==> src/rtl/apb_narrow_requester.sv <==
module apb_narrow_requester #(
  parameter int ADDR_W = 32,
  parameter int WIDE_W = 64,
  parameter int APB_W  = 32
) (
  input  logic                clk,
  input  logic                rst_n,
  input  logic                cmd_valid,
  output logic                cmd_ready,
  input  logic                cmd_write,
  input  logic [ADDR_W-1:0]   cmd_addr,
  input  logic [WIDE_W-1:0]   cmd_wdata,
  input  logic [WIDE_W/8-1:0] cmd_wstrb,
  input  logic                legacy_strb,
  output logic                rsp_valid,
  output logic [WIDE_W-1:0]   rsp_rdata,
  output logic                rsp_err,
  output logic                psel,
  output logic                penable,
  output logic                pwrite,
  output logic [ADDR_W-1:0]   paddr,
  output logic [APB_W-1:0]    pwdata,
  output logic [APB_W/8-1:0]  pstrb,
  input  logic [APB_W-1:0]    prdata,
  input  logic                pready,
  input  logic                pslverr
);
  localparam int NB    = APB_W / 8;
  localparam int RATIO = WIDE_W / APB_W;
  localparam int LO    = $clog2(NB);
  localparam int SELW  = (RATIO > 1) ? $clog2(RATIO) : 1;

  typedef enum logic [1:0] {S_IDLE, S_SETUP, S_ACCESS} st_t;

  st_t              st;
  logic [SELW-1:0]  sel_q;
  logic [SELW-1:0]  cmd_sel;
  logic [WIDE_W-1:0] rd_place;
  logic             accept;
  logic             done;

  assign cmd_sel   = cmd_addr[LO +: SELW];
  assign cmd_ready = (st == S_IDLE);
  assign accept    = cmd_valid && cmd_ready;
  assign psel      = (st != S_IDLE);
  assign penable   = (st == S_ACCESS);
  assign done      = (st == S_ACCESS) && pready;

  always_comb begin
    rd_place = '0;
    rd_place[int'(sel_q)*APB_W +: APB_W] = prdata;
  end

  always_ff @(posedge clk or negedge rst_n) begin
    if (!rst_n) begin
      st        <= S_IDLE;
      sel_q     <= '0;
      pwrite    <= 1'b0;
      paddr     <= '0;
      pwdata    <= '0;
      pstrb     <= '0;
      rsp_valid <= 1'b0;
      rsp_rdata <= '0;
      rsp_err   <= 1'b0;
    end else begin
      rsp_valid <= 1'b0;
      case (st)
        S_IDLE: if (accept) begin
          st     <= S_SETUP;
          sel_q  <= cmd_sel;
          pwrite <= cmd_write;
          paddr  <= cmd_addr;
          pwdata <= cmd_write ? cmd_wdata[int'(cmd_sel)*APB_W +: APB_W] : '0;
          if (legacy_strb) pstrb <= {NB{cmd_write}};
          else             pstrb <= cmd_write ? cmd_wstrb[int'(cmd_sel)*NB +: NB] : '0;
        end
        S_SETUP: st <= S_ACCESS;
        S_ACCESS: if (done) begin
          st        <= S_IDLE;
          rsp_valid <= 1'b1;
          rsp_err   <= pslverr;
          rsp_rdata <= pwrite ? '0 : rd_place;
        end
        default: st <= S_IDLE;
      endcase
    end
  end
endmodule

==> config.mk <==
export PLATFORM = sky130hd
export DESIGN_NAME = apb_narrow_requester
export DESIGN_NICKNAME = d
export VERILOG_FILES = /design/src/rtl/apb_narrow_requester.sv
export SDC_FILE = /design/constraint.sdc
export NUM_CORES = 1
export LEC_CHECK = 0
export ABC_AREA = 1
export BUFFER_PORTS_ARGS = -buffer_cell sky130_fd_sc_hd__buf_2
export CORE_ASPECT_RATIO = 0.7
export CORE_MARGIN = 5
export CORE_UTILIZATION = 30
export CTS_BUF_LIST = sky130_fd_sc_hd__clkbuf_8 sky130_fd_sc_hd__clkbuf_16
export DETAILED_ROUTE_END_ITERATION = 7
export PLACE_DENSITY = 0.61
export SYNTH_ARGS = -nofsm -noshare
export SYNTH_HDL_FRONTEND = slang
export SYNTH_SLANG_ARGS = --single-unit
==> constraint.sdc <==
create_clock -name clk -period 1.5 [get_ports clk]
set_input_delay 0 -clock clk [delete_from_list [all_inputs] [get_ports clk]]
set_output_delay 0 -clock clk [all_outputs]
set_load 0.01 [all_outputs]
==> out/metrics.yaml, run 1 <==
clock_sinks: 137
grt_max_degree: 45
synth_fa_ha_area_frac: 0
hold_buffers: 140
path_common_cell: "nand2_1"
cts_tree: "yes"
muxShareOfSynthArea: 0
syn_nets: 848
synth_warnings: 0
grt_usage: 0.171
worstSkewPairLatency_ps: 410
ctsResizeCount: 0
powerDensity_mw_per_mm2: 1800
layout_common_cells: "nand2_1 (436), buf_2 (279), dlygate4sd3_1 (140)"
critPathLaunchType: "flip-flop"
cp_max_fo: 33
antenna_left: 0
tightest_slew_ps: 583
io_pins: 281
syn_avg_cell_area_um2: 8.24
end_kind: "flip-flop"
cts_root_buf: "clkbuf_16"
gp_congestion: 0.789
syn_to_final_growth_pct: 63.8
grt_remaining_overflow: 0
ys_types: 16
critical_path_class: "flip-flop to flip-flop"
status: "finished, final reports clean"
min_period_ps: 1340
timing_hold_violations_final: 0
slew_viol_final: 0
cp.required_ps: 1850
portBuffers: 280
max_freq_ghz: 0.745
seq_area_frac_synth: 0.590
fin_nets: 1265
viasPerCell: 4.33
post-cts-setup-buffers: 0
fin_crit_sh: 0.895
finalClockSkew_ps: 11.3
path_clk_slew_ps: 60
yosys.area_share.simple: 0.300
grt_pass1_wl_um: 30800
leakage_nw: 5.27
firstDrtPassIters: 7
final_core_util: 0.502
synth_top_area_frac: 0.590
antenna_found_initial: 0
slowest_stage: "dfrtp_1"
rsz0062_at_grt: "false"
cap_violations: 0
synth_xor_area_frac: 0
row_count: 42
die_w_um: 176
synth.largest_area_cell: "dfrtp_1"
drt_iter0_markers: 293
clock_path_buffers: 2
die_h_um: 126
synth_compound_area_frac: 0.0569
synthCells: 705
setup_violations: 0
final_common_cell: "nand2_1"
ir_worst_vdd_mv: 0.929
die_area_mm2: 0.0223
grt_pass1_vias: 6044
synth.area.top_cells: "dfrtp_1 (59%), nand2_1 (28%), o21ai_1 (3.9%)"
drc: 0
cp_data_arrival_time_ps: 1690
dp_hpwl_um: 12900
crit_chain: "nor2_4 -> nand2_4 -> buf_4 -> nand2_1 -> nand2_1"
fin_tns_setup_ps: 0
netlist_area_mm2: 0.00581
cts_made_buffers: 17
nFillCells: 1731
slowest_delay_ps: 440
vias: 6060
coreArea_mm2: 0.0190
drive_above_1_share: 0.300
htreeDepth: 4
hold_path.class: "input port to asynchronous set/reset pin"
synth_top_family_by_area: "simple AND/OR/NAND/NOR gates"
slew_headroom: 0.611
finalWirelength_um: 19400
start_util: 0.306
wire_per_inst_um: 13.9
synth-seq-cells: 137
n_antenna_cell: 0
[synthesized netlist by cell type, drive strengths merged]
cell	n
nand2	438
dfrtp	137
inv	9
nand3	6
nor2	8
o21ai	66
clkbuf	7
buf	34
[critical path: cells and delay by family (launching register included)]
| family | cells | cell delay [ps] |
|---|---|---|
| and+or+nand+nor | 4 | 450 |
| buffers and inverters | 1 | 380 |
| DFF | 1 | 440 |
[logic make-up after synthesis]
group	Yosys count
AOI/OAI and AO/OA	66
buffers and inverters	50
DFF	137
and+or+nand+nor	452
[per-layer routing]
layer / wire length (um) / GRT usage / vias to the layer above
met4: 357 / 0.0513 / 0
met2: 8900 / 0.278 / 249
met5: 0 / 0 / -
li1: - / - / 3011
met3: 1550 / 0.0488 / 27
met1: 8590 / 0.223 / 2773
[report_power, final]
| group | switching (W) | internal (W) | total (W) |
|---|---|---|---|
| registers | 0.000968 | 0.00536 | 0.00633 |
| logic | 0.00388 | 0.00277 | 0.00665 |
| clock network | 0.00163 | 0.00250 | 0.00413 |
| total | 0.00648 | 0.0106 | 0.0171 |
[per-stage QoR]
step	cell area, um2	worst slack (ps)	instances	total power, W	hold WS (ps)
4_1_cts	9520	132	1399	0.0173	82.2
3_3_place_gp	7530	166	1227	0.0127	-35.5
3_5_place_dp	7530	151	1227	0.0128	-33.2
6_report	9520	157	1399	0.0171	91.9
2_1_floorplan	5810	317	705	0.00971	-296
5_1_grt	9520	37.9	1399	0.0183	116
[registers in the layout (all words and copies together), names as in the netlist]
name       count
paddr         32
rsp_rdata     64
rsp_valid      1
st             2
rsp_err        1
pwrite         1
pstrb          4
pwdata        32
[area by class of cell]
type | count | area, um2 | share of cell area
Sequential cell | 137 | 3430 | 0.360
Timing Repair Buffer | 439 | 3050 | 0.321
Inverter | 9 | 33.8 | 0.00355
Tap cell | 264 | 330 | 0.0347
Multi-Input combinational cell | 518 | 2090 | 0.219
Clock inverter | 14 | 146 | 0.0154
Clock buffer | 18 | 439 | 0.0462
[final timing paths]
path	to	depth (start not counted)	from	slack (ps)
setup / recovery	paddr[22]	5	st[0]	160
hold / removal	rsp_rdata[42]	2	rst_n	90
setup reg to reg	paddr[22]	5	st[0]	160
hold reg to reg	paddr[20]	2	paddr[20]	470
max in group asynchronous	rsp_rdata[60]	3	rst_n	830
min in group clk	paddr[6]	4	cmd_addr[6]	310
(Power assumes the default switching activity.)
==> inputs of run 2 (changes only) <==
--- a/config.mk
+++ b/config.mk
@@ -12,7 +12,7 @@
 export CORE_UTILIZATION = 30
 export CTS_BUF_LIST = sky130_fd_sc_hd__clkbuf_8 sky130_fd_sc_hd__clkbuf_16
 export DETAILED_ROUTE_END_ITERATION = 7
-export PLACE_DENSITY = 0.61
+export PLACE_DENSITY = 0.54
 export SYNTH_ARGS = -nofsm -noshare
 export SYNTH_HDL_FRONTEND = slang
 export SYNTH_SLANG_ARGS = --single-unit
==> out/metrics.yaml, run 2 (synthesis results as in run 1) <==
firstDrtPassIters: 4  # -3
antenna_found_initial: 1  # +1
antenna_left: 0  # unchanged
worstHoldPathCells: 4
cts_root_buf: "clkbuf_16"
holdWs_ps: 17.9  # -73.9 ps
clkPwrFrac: 0.239  # -0.003
rr_worst_depth: 6  # +1
worstHoldStart: "cmd_valid"
min_to: "paddr[12]"
cp.required_ps: 1840  # about the same
critPathLaunchType: "flip-flop"
seqPwrFrac: 0.373  # +0.003
grt_usage: 0.172  # +0.00103
cts_tree: "yes"
row_count: 42  # unchanged
rsz0062_at_grt: "false"
post-cts-setup-buffers: 0  # unchanged
ir_worst_vdd_mv: 0.801  # -14%
largest_reg_flops: 64  # unchanged
io_pins: 281  # unchanged
timing_hold_violations_final: 0  # unchanged
grt_max_degree: 67  # +49%
drt_iter0_markers: 349  # +19%
gp_congestion: 0.829  # +5.0%
power_frac_comb: 0.388  # about the same
internal-power_w: 0.0105  # -0.85%
finalWirelength_um: 19100  # -1.5%
crit_chain: "nor2_4 -> nand2_4 -> nor2_8 -> buf_4 -> nand2_1 -> nand2_1"
reg.largest.list: "rsp_rdata: 64 flops, paddr: 32 flops, pwdata: 32 flops"
r2r-start: "st[0]"
slew_viol_final: 0  # unchanged
layout_common_cells: "nand2_1 (436), buf_2 (279), dlygate4sd3_1 (139)"
r2r_slack_ps: 170  # about the same
cp_top_family: "simple AND/OR/NAND/NOR gates"
setup_violations: 0  # unchanged
slowest_stage: "dfrtp_1"
die_h_um: 126  # unchanged
p_sw_w: 0.00641  # -1.2%
vias: 5959  # -1.7%
drc: 0  # unchanged
powerDensity_mw_per_mm2: 1790  # -0.32%
slew_headroom: 0.601  # -0.0102
end_kind: "flip-flop"
leakage_nw: 5.24  # -0.54%
min_period_ps: 1330  # -8.23 ps
grt_pass1_wl_um: 30800  # unchanged
fin_nets: 1262  # -0.24%
die_area_mm2: 0.0223  # unchanged
path_clk_slew_ps: 60  # about the same
cp_data_arrival_time_ps: 1680  # about the same
cts_made_buffers: 17  # unchanged
critical_path_class: "flip-flop to flip-flop"
fin_crit_sh: 0.890  # -0.00549
start_util: 0.306  # unchanged
clock_sinks: 137  # unchanged
reg2reg_to: "pstrb[3]"
coreArea_mm2: 0.0190  # unchanged
syn_to_final_growth_pct: 62.7
cap_violations: 0  # unchanged
status: "finished, final reports clean"
clock_path_buffers: 2  # unchanged
drive_above_1_share: 0.298  # -0.00247
regMostFlops: "rsp_rdata"
portBuffers: 280  # unchanged
critPathBufInv: 1  # unchanged
fin_tns_setup_ps: 0  # unchanged
viasPerCell: 4.27  # -1.4%
htreeDepth: 4  # unchanged
swShare: 0.378  # -0.000851
grt_pass1_vias: 5880  # -2.7%
final_core_util: 0.498  # -0.00336
grt_remaining_overflow: 0  # unchanged
tightest_slew_ps: 598  # +15.3 ps
die_w_um: 176  # unchanged
path_common_cell: "nand2_1"
hold_path.class: "input port to flip-flop"
n_antenna_cell: 0  # unchanged
max_freq_ghz: 0.749  # +0.62%
worstSkewPairLatency_ps: 410  # about the same
dp_hpwl_um: 13100  # +1.3%
wire_per_inst_um: 13.7  # -1.2%
final_common_cell: "nand2_1"
finalClockSkew_ps: 15.8  # +4.48 ps
cp_max_fo: 17  # -48%
slowest_delay_ps: 440  # about the same
run 2: changes by cell type in the layout (fill, tap and decap cells not counted):
cell           change
inv_6              -3
buf_12             -2
clkinv_4           +1
dlygate4sd3_1      -1
inv_1              +1
run 2: per-layer routing:
metal	track usage	vias to the layer above	wire length, um
met3	0.0610	20	1610
li1	-	3000	-
met1	0.230	2717	8610
met5	0	-	11
met2	0.267	220	8640
met4	0.0477	2	234
run 2: power groups by stage:
stage          Combinational [W]  Clock (W)  Sequential (W)
6_report                 0.00657    0.00405         0.00632
3_3_place_gp             0.00633          0         0.00636
2_1_floorplan            0.00264          0         0.00706
3_5_place_dp             0.00639          0         0.00633
4_1_cts                  0.00669    0.00416         0.00632
5_1_grt                  0.00733    0.00437         0.00654
run 2: area by class of cell:
cell class	instances	area, um2
fill	1804	9520
sequential	137	3430
timing repair buffer	436	3000
multi-input combinational	518	2090
clock buffer	18	439
tap	264	330
clock inverter	13	133
inverter	9	33.8
run 2: worst max-delay path by stage:
stage,to,startpoint,depth (start not counted),slack [ps]
2_1_floorplan,rsp_rdata[10],st[0],6,320
3_3_place_gp,paddr[2],st[0],5,180
3_5_place_dp,pwdata[9],st[0],6,150
4_1_cts,pwdata[9],st[0],6,140
5_1_grt,pwdata[7],st[0],6,30
6_report,pstrb[3],st[0],6,170
run 2: metrics by stage:
stage / total power (W) / std cells / area [um2] / setup WS (ps)
after floorplan: 0.00971 / 705 / 5810 / 317
after global placement: 0.0127 / 1225 / 7490 / 180
after detailed placement: 0.0127 / 1225 / 7490 / 151
after CTS: 0.0172 / 1395 / 9450 / 139
after global routing: 0.0182 / 1395 / 9450 / 27.6
final: 0.0169 / 1395 / 9450 / 166
run 2: worst min-delay path, stage by stage:
cell and delay, ps:
buf_2 110, nand2_4 140, nand2_1 90, nand2_1 40
run 2: what timing repair did:
item / CTS / global route
hold buffers: 139 / 0
resized for setup: 0 / 0
hold endpoints to repair: 271 / 0
==> inputs of run 3 (changes only) <==
--- a/config.mk
+++ b/config.mk
@@ -5,12 +5,12 @@
 export SDC_FILE = /design/constraint.sdc
 export NUM_CORES = 1
 export LEC_CHECK = 0
-export ABC_AREA = 1
 export BUFFER_PORTS_ARGS = -buffer_cell sky130_fd_sc_hd__buf_2
-export CORE_ASPECT_RATIO = 0.7
+export CORE_ASPECT_RATIO = 1.25
 export CORE_MARGIN = 5
 export CORE_UTILIZATION = 30
 export CTS_BUF_LIST = sky130_fd_sc_hd__clkbuf_8 sky130_fd_sc_hd__clkbuf_16
+export CTS_CLUSTER_DIAMETER = 50
 export DETAILED_ROUTE_END_ITERATION = 7
 export PLACE_DENSITY = 0.54
 export SYNTH_ARGS = -nofsm -noshare
==> out/metrics.yaml, run 3 <==
status: "finished, final reports clean"
p_sw_w: 0.00618  # -3.5%
firstDrtPassIters: 4  # unchanged
slew_viol_final: 0  # unchanged
seq_area_frac_synth: 0.597  # +0.00668
grt_usage: 0.167  # -0.00505
syn_to_final_growth_pct: 64.1
drive_above_1_share: 0.331  # +0.0328
clock_sinks: 137  # unchanged
layout_common_cells: "buf_2 (279), nand2_1 (229), dlygate4sd3_1 (137), dfrtp_1 (137), o21ai_0 (67)"
clock_path_buffers: 2  # unchanged
cts_tree: "yes"
reg.largest.list: "rsp_rdata: 64 flops, paddr: 32 flops, pwdata: 32 flops"
vias: 5586  # -6.3%
synthCells: 596  # -15%
internal-power_w: 0.0107  # +1.3%
grt_remaining_overflow: 0  # unchanged
dp_slack_ps: 90.3  # -60.7 ps
max_freq_ghz: 0.719  # -4.1%
largest_reg_flops: 64  # unchanged
gp_congestion: 0.758  # -8.6%
cp_data_arrival_time_ps: 1670  # about the same
dp_hpwl_um: 12700  # -3.2%
regMostFlops: "rsp_rdata"
ir_worst_vdd_mv: 0.812  # +1.4%
critPathLaunchType: "flip-flop"
synth_top_area_frac: 0.597  # +0.00668
leakage_nw: 5.01  # -4.4%
synth.most_common_cell: "nand2_1"
power_frac_comb: 0.387  # about the same
fin_crit_sh: 0.927  # +0.0376
end_kind: "flip-flop"
critical_path_class: "flip-flop to flip-flop"
synth.area.top_cells: "dfrtp_1 (60%), nand2_1 (15%), o21ai_0 (5.8%)"
synthArstFlopShare: 1.00  # unchanged
path_clk_slew_ps: 60  # about the same
ctsResizeCount: 0  # unchanged
power_w: 0.0169  # -0.54%
drt_iter0_markers: 183  # -48%
tightest_slew_ps: 651  # +52.9 ps
final_common_cell: "buf_2"
coreArea_mm2: 0.0188  # -1.0%
seqPwrFrac: 0.373  # about the same
fin_nets: 1153  # -8.6%
io_pins: 281  # unchanged
cap_violations: 0  # unchanged
fin_ws_ps: 109  # -56.4 ps
swShare: 0.367  # -0.0113
synth.largest_area_cell: "dfrtp_1"
setup_violations: 0  # unchanged
powerDensity_mw_per_mm2: 1790  # -0.25%
syn_avg_cell_area_um2: 9.64  # +17%
rsz0062_at_grt: "false"
row_count: 56  # +33%
grt_pass1_wl_um: 29400  # -4.6%
cp.required_ps: 1780  # -60 ps
antenna_found_initial: 0  # -1
dpl_cell_area_mm2: 0.00748  # -0.13%
synth_common_cells: "nand2_1 (229), dfrtp_1 (137), o21ai_0 (67)"
hold_path.class: "input port to flip-flop"
drc: 0  # unchanged
die_area_mm2: 0.0220  # -1.2%
start_util: 0.306  # -0.000323
clkPwrFrac: 0.240  # about the same
die_h_um: 165  # +30%
cp_max_fo: 50  # +33
portBuffers: 280  # unchanged
ys.flop_type: "dfrtp_1"
timing_hold_violations_final: 0  # unchanged
finalWirelength_um: 18400  # -3.9%
fin_area_mm2: 0.00942  # -0.29%
cts_made_buffers: 17  # unchanged
min_period_ps: 1390  # +56.4 ps
ys_types: 19  # +3
slew_headroom: 0.566  # -0.0347
post-cts-setup-buffers: 0  # unchanged
synth-edff-count: 0  # unchanged
finalClockSkew_ps: 11.9  # -3.91 ps
grt_max_degree: 55  # -18%
cts_root_buf: "clkbuf_16"
viasPerCell: 4.45  # +4.3%
fin_tns_setup_ps: 0  # unchanged
synth-seq-cells: 137  # unchanged
syn_nets: 739  # -13%
die_w_um: 134  # -24%
antenna_left: 0  # unchanged
htreeDepth: 4  # unchanged
n_antenna_cell: 0  # unchanged
hold_buffers: 137  # -1.4%
worstSkewPairLatency_ps: 410  # about the same
netlist_area_mm2: 0.00574  # -1.1%
grt_pass1_vias: 5824  # -0.95%
synth_warnings: 0  # unchanged
wire_per_inst_um: 14.7  # +7.0%
holdWs_ps: 33.5  # +15.5 ps
-- run 3: cell types whose count changed after synthesis, moves of 6 or more --
| cell | delta |
|---|---|
| clkbuf_1 | +9 |
| o21ai_1 | -45 |
| nand2_1 | -207 |
| a22o_1 | +32 |
| mux2i_1 | +32 |
| o21ai_0 | +46 |
| nor2b_1 | +6 |
| nand3_1 | -6 |
| nor2_1 | +29 |
-- run 3: area by class of cell --
| type | instances | area, um2 |
|---|---|---|
| clock buffers | 17 | 425 |
| clock inverters | 14 | 149 |
| fillers | 1723 | 9350 |
| inverters | 4 | 15.0 |
| multi-input cells | 411 | 2060 |
| flip-flops and latches | 137 | 3430 |
| well taps | 232 | 290 |
| repair buffers | 439 | 3060 |
-- run 3: metrics by stage --
| stage | instances | util |
|---|---|---|
| 4_1_cts | 1254 | 0.502 |
| 3_3_place_gp | 1086 | 0.398 |
| 5_1_grt | 1254 | 0.502 |
| 2_1_floorplan | 596 | - |
| 6_report | 1254 | 0.502 |
| 3_5_place_dp | 1086 | 0.398 |
-- run 3: kinds of logic after synthesis --
| family | Yosys count | share of synthesized area |
|---|---|---|
| AND/OR/NAND/NOR | 273 | 0.184 |
| flip-flops | 137 | 0.597 |
| AO/OA/AOI/OAI | 104 | 0.114 |
| buffers and inverters | 48 | 0.0455 |
| multiplexers | 34 | 0.0597 |
-- run 3: final timing paths --
path	endpoint	cells after the start	start	slack (ps)
max in group asynchronous	pwdata[0]	3	rst_n	900
worst max-delay path	pwdata[26]	3	st[1]	110
min in group asynchronous	rsp_rdata[44]	2	rst_n	50
worst min register to register	paddr[6]	2	paddr[6]	470
worst min-delay path	pwdata[7]	4	cmd_wdata[39]	30
worst max register to register	pwdata[26]	3	st[1]	110
-- run 3: power groups by stage --
stage                     sequential [W]  clock, W  combinational, W
after CTS                        0.00629   0.00419           0.00663
final                            0.00628   0.00404           0.00653
after global routing             0.00650   0.00437           0.00725
after floorplan                  0.00702         0           0.00255
after global placement           0.00632         0           0.00625
after detailed placement         0.00630         0           0.00635
-- run 3: metal layers --
layer  part of all wire  track usage  vias to the layer above
li1                   -            -                     2783
met1               0.41        0.200                     2555
met4              0.016       0.0580                        0
met2               0.49        0.284                      228
met5                  0            0                        -
met3              0.080       0.0536                       20
-- run 3: worst max-delay path: stages (launching register included) --
cell and delay, ps:
dfrtp_1 370, or3b_4 440, buf_12 190, a22o_1 250
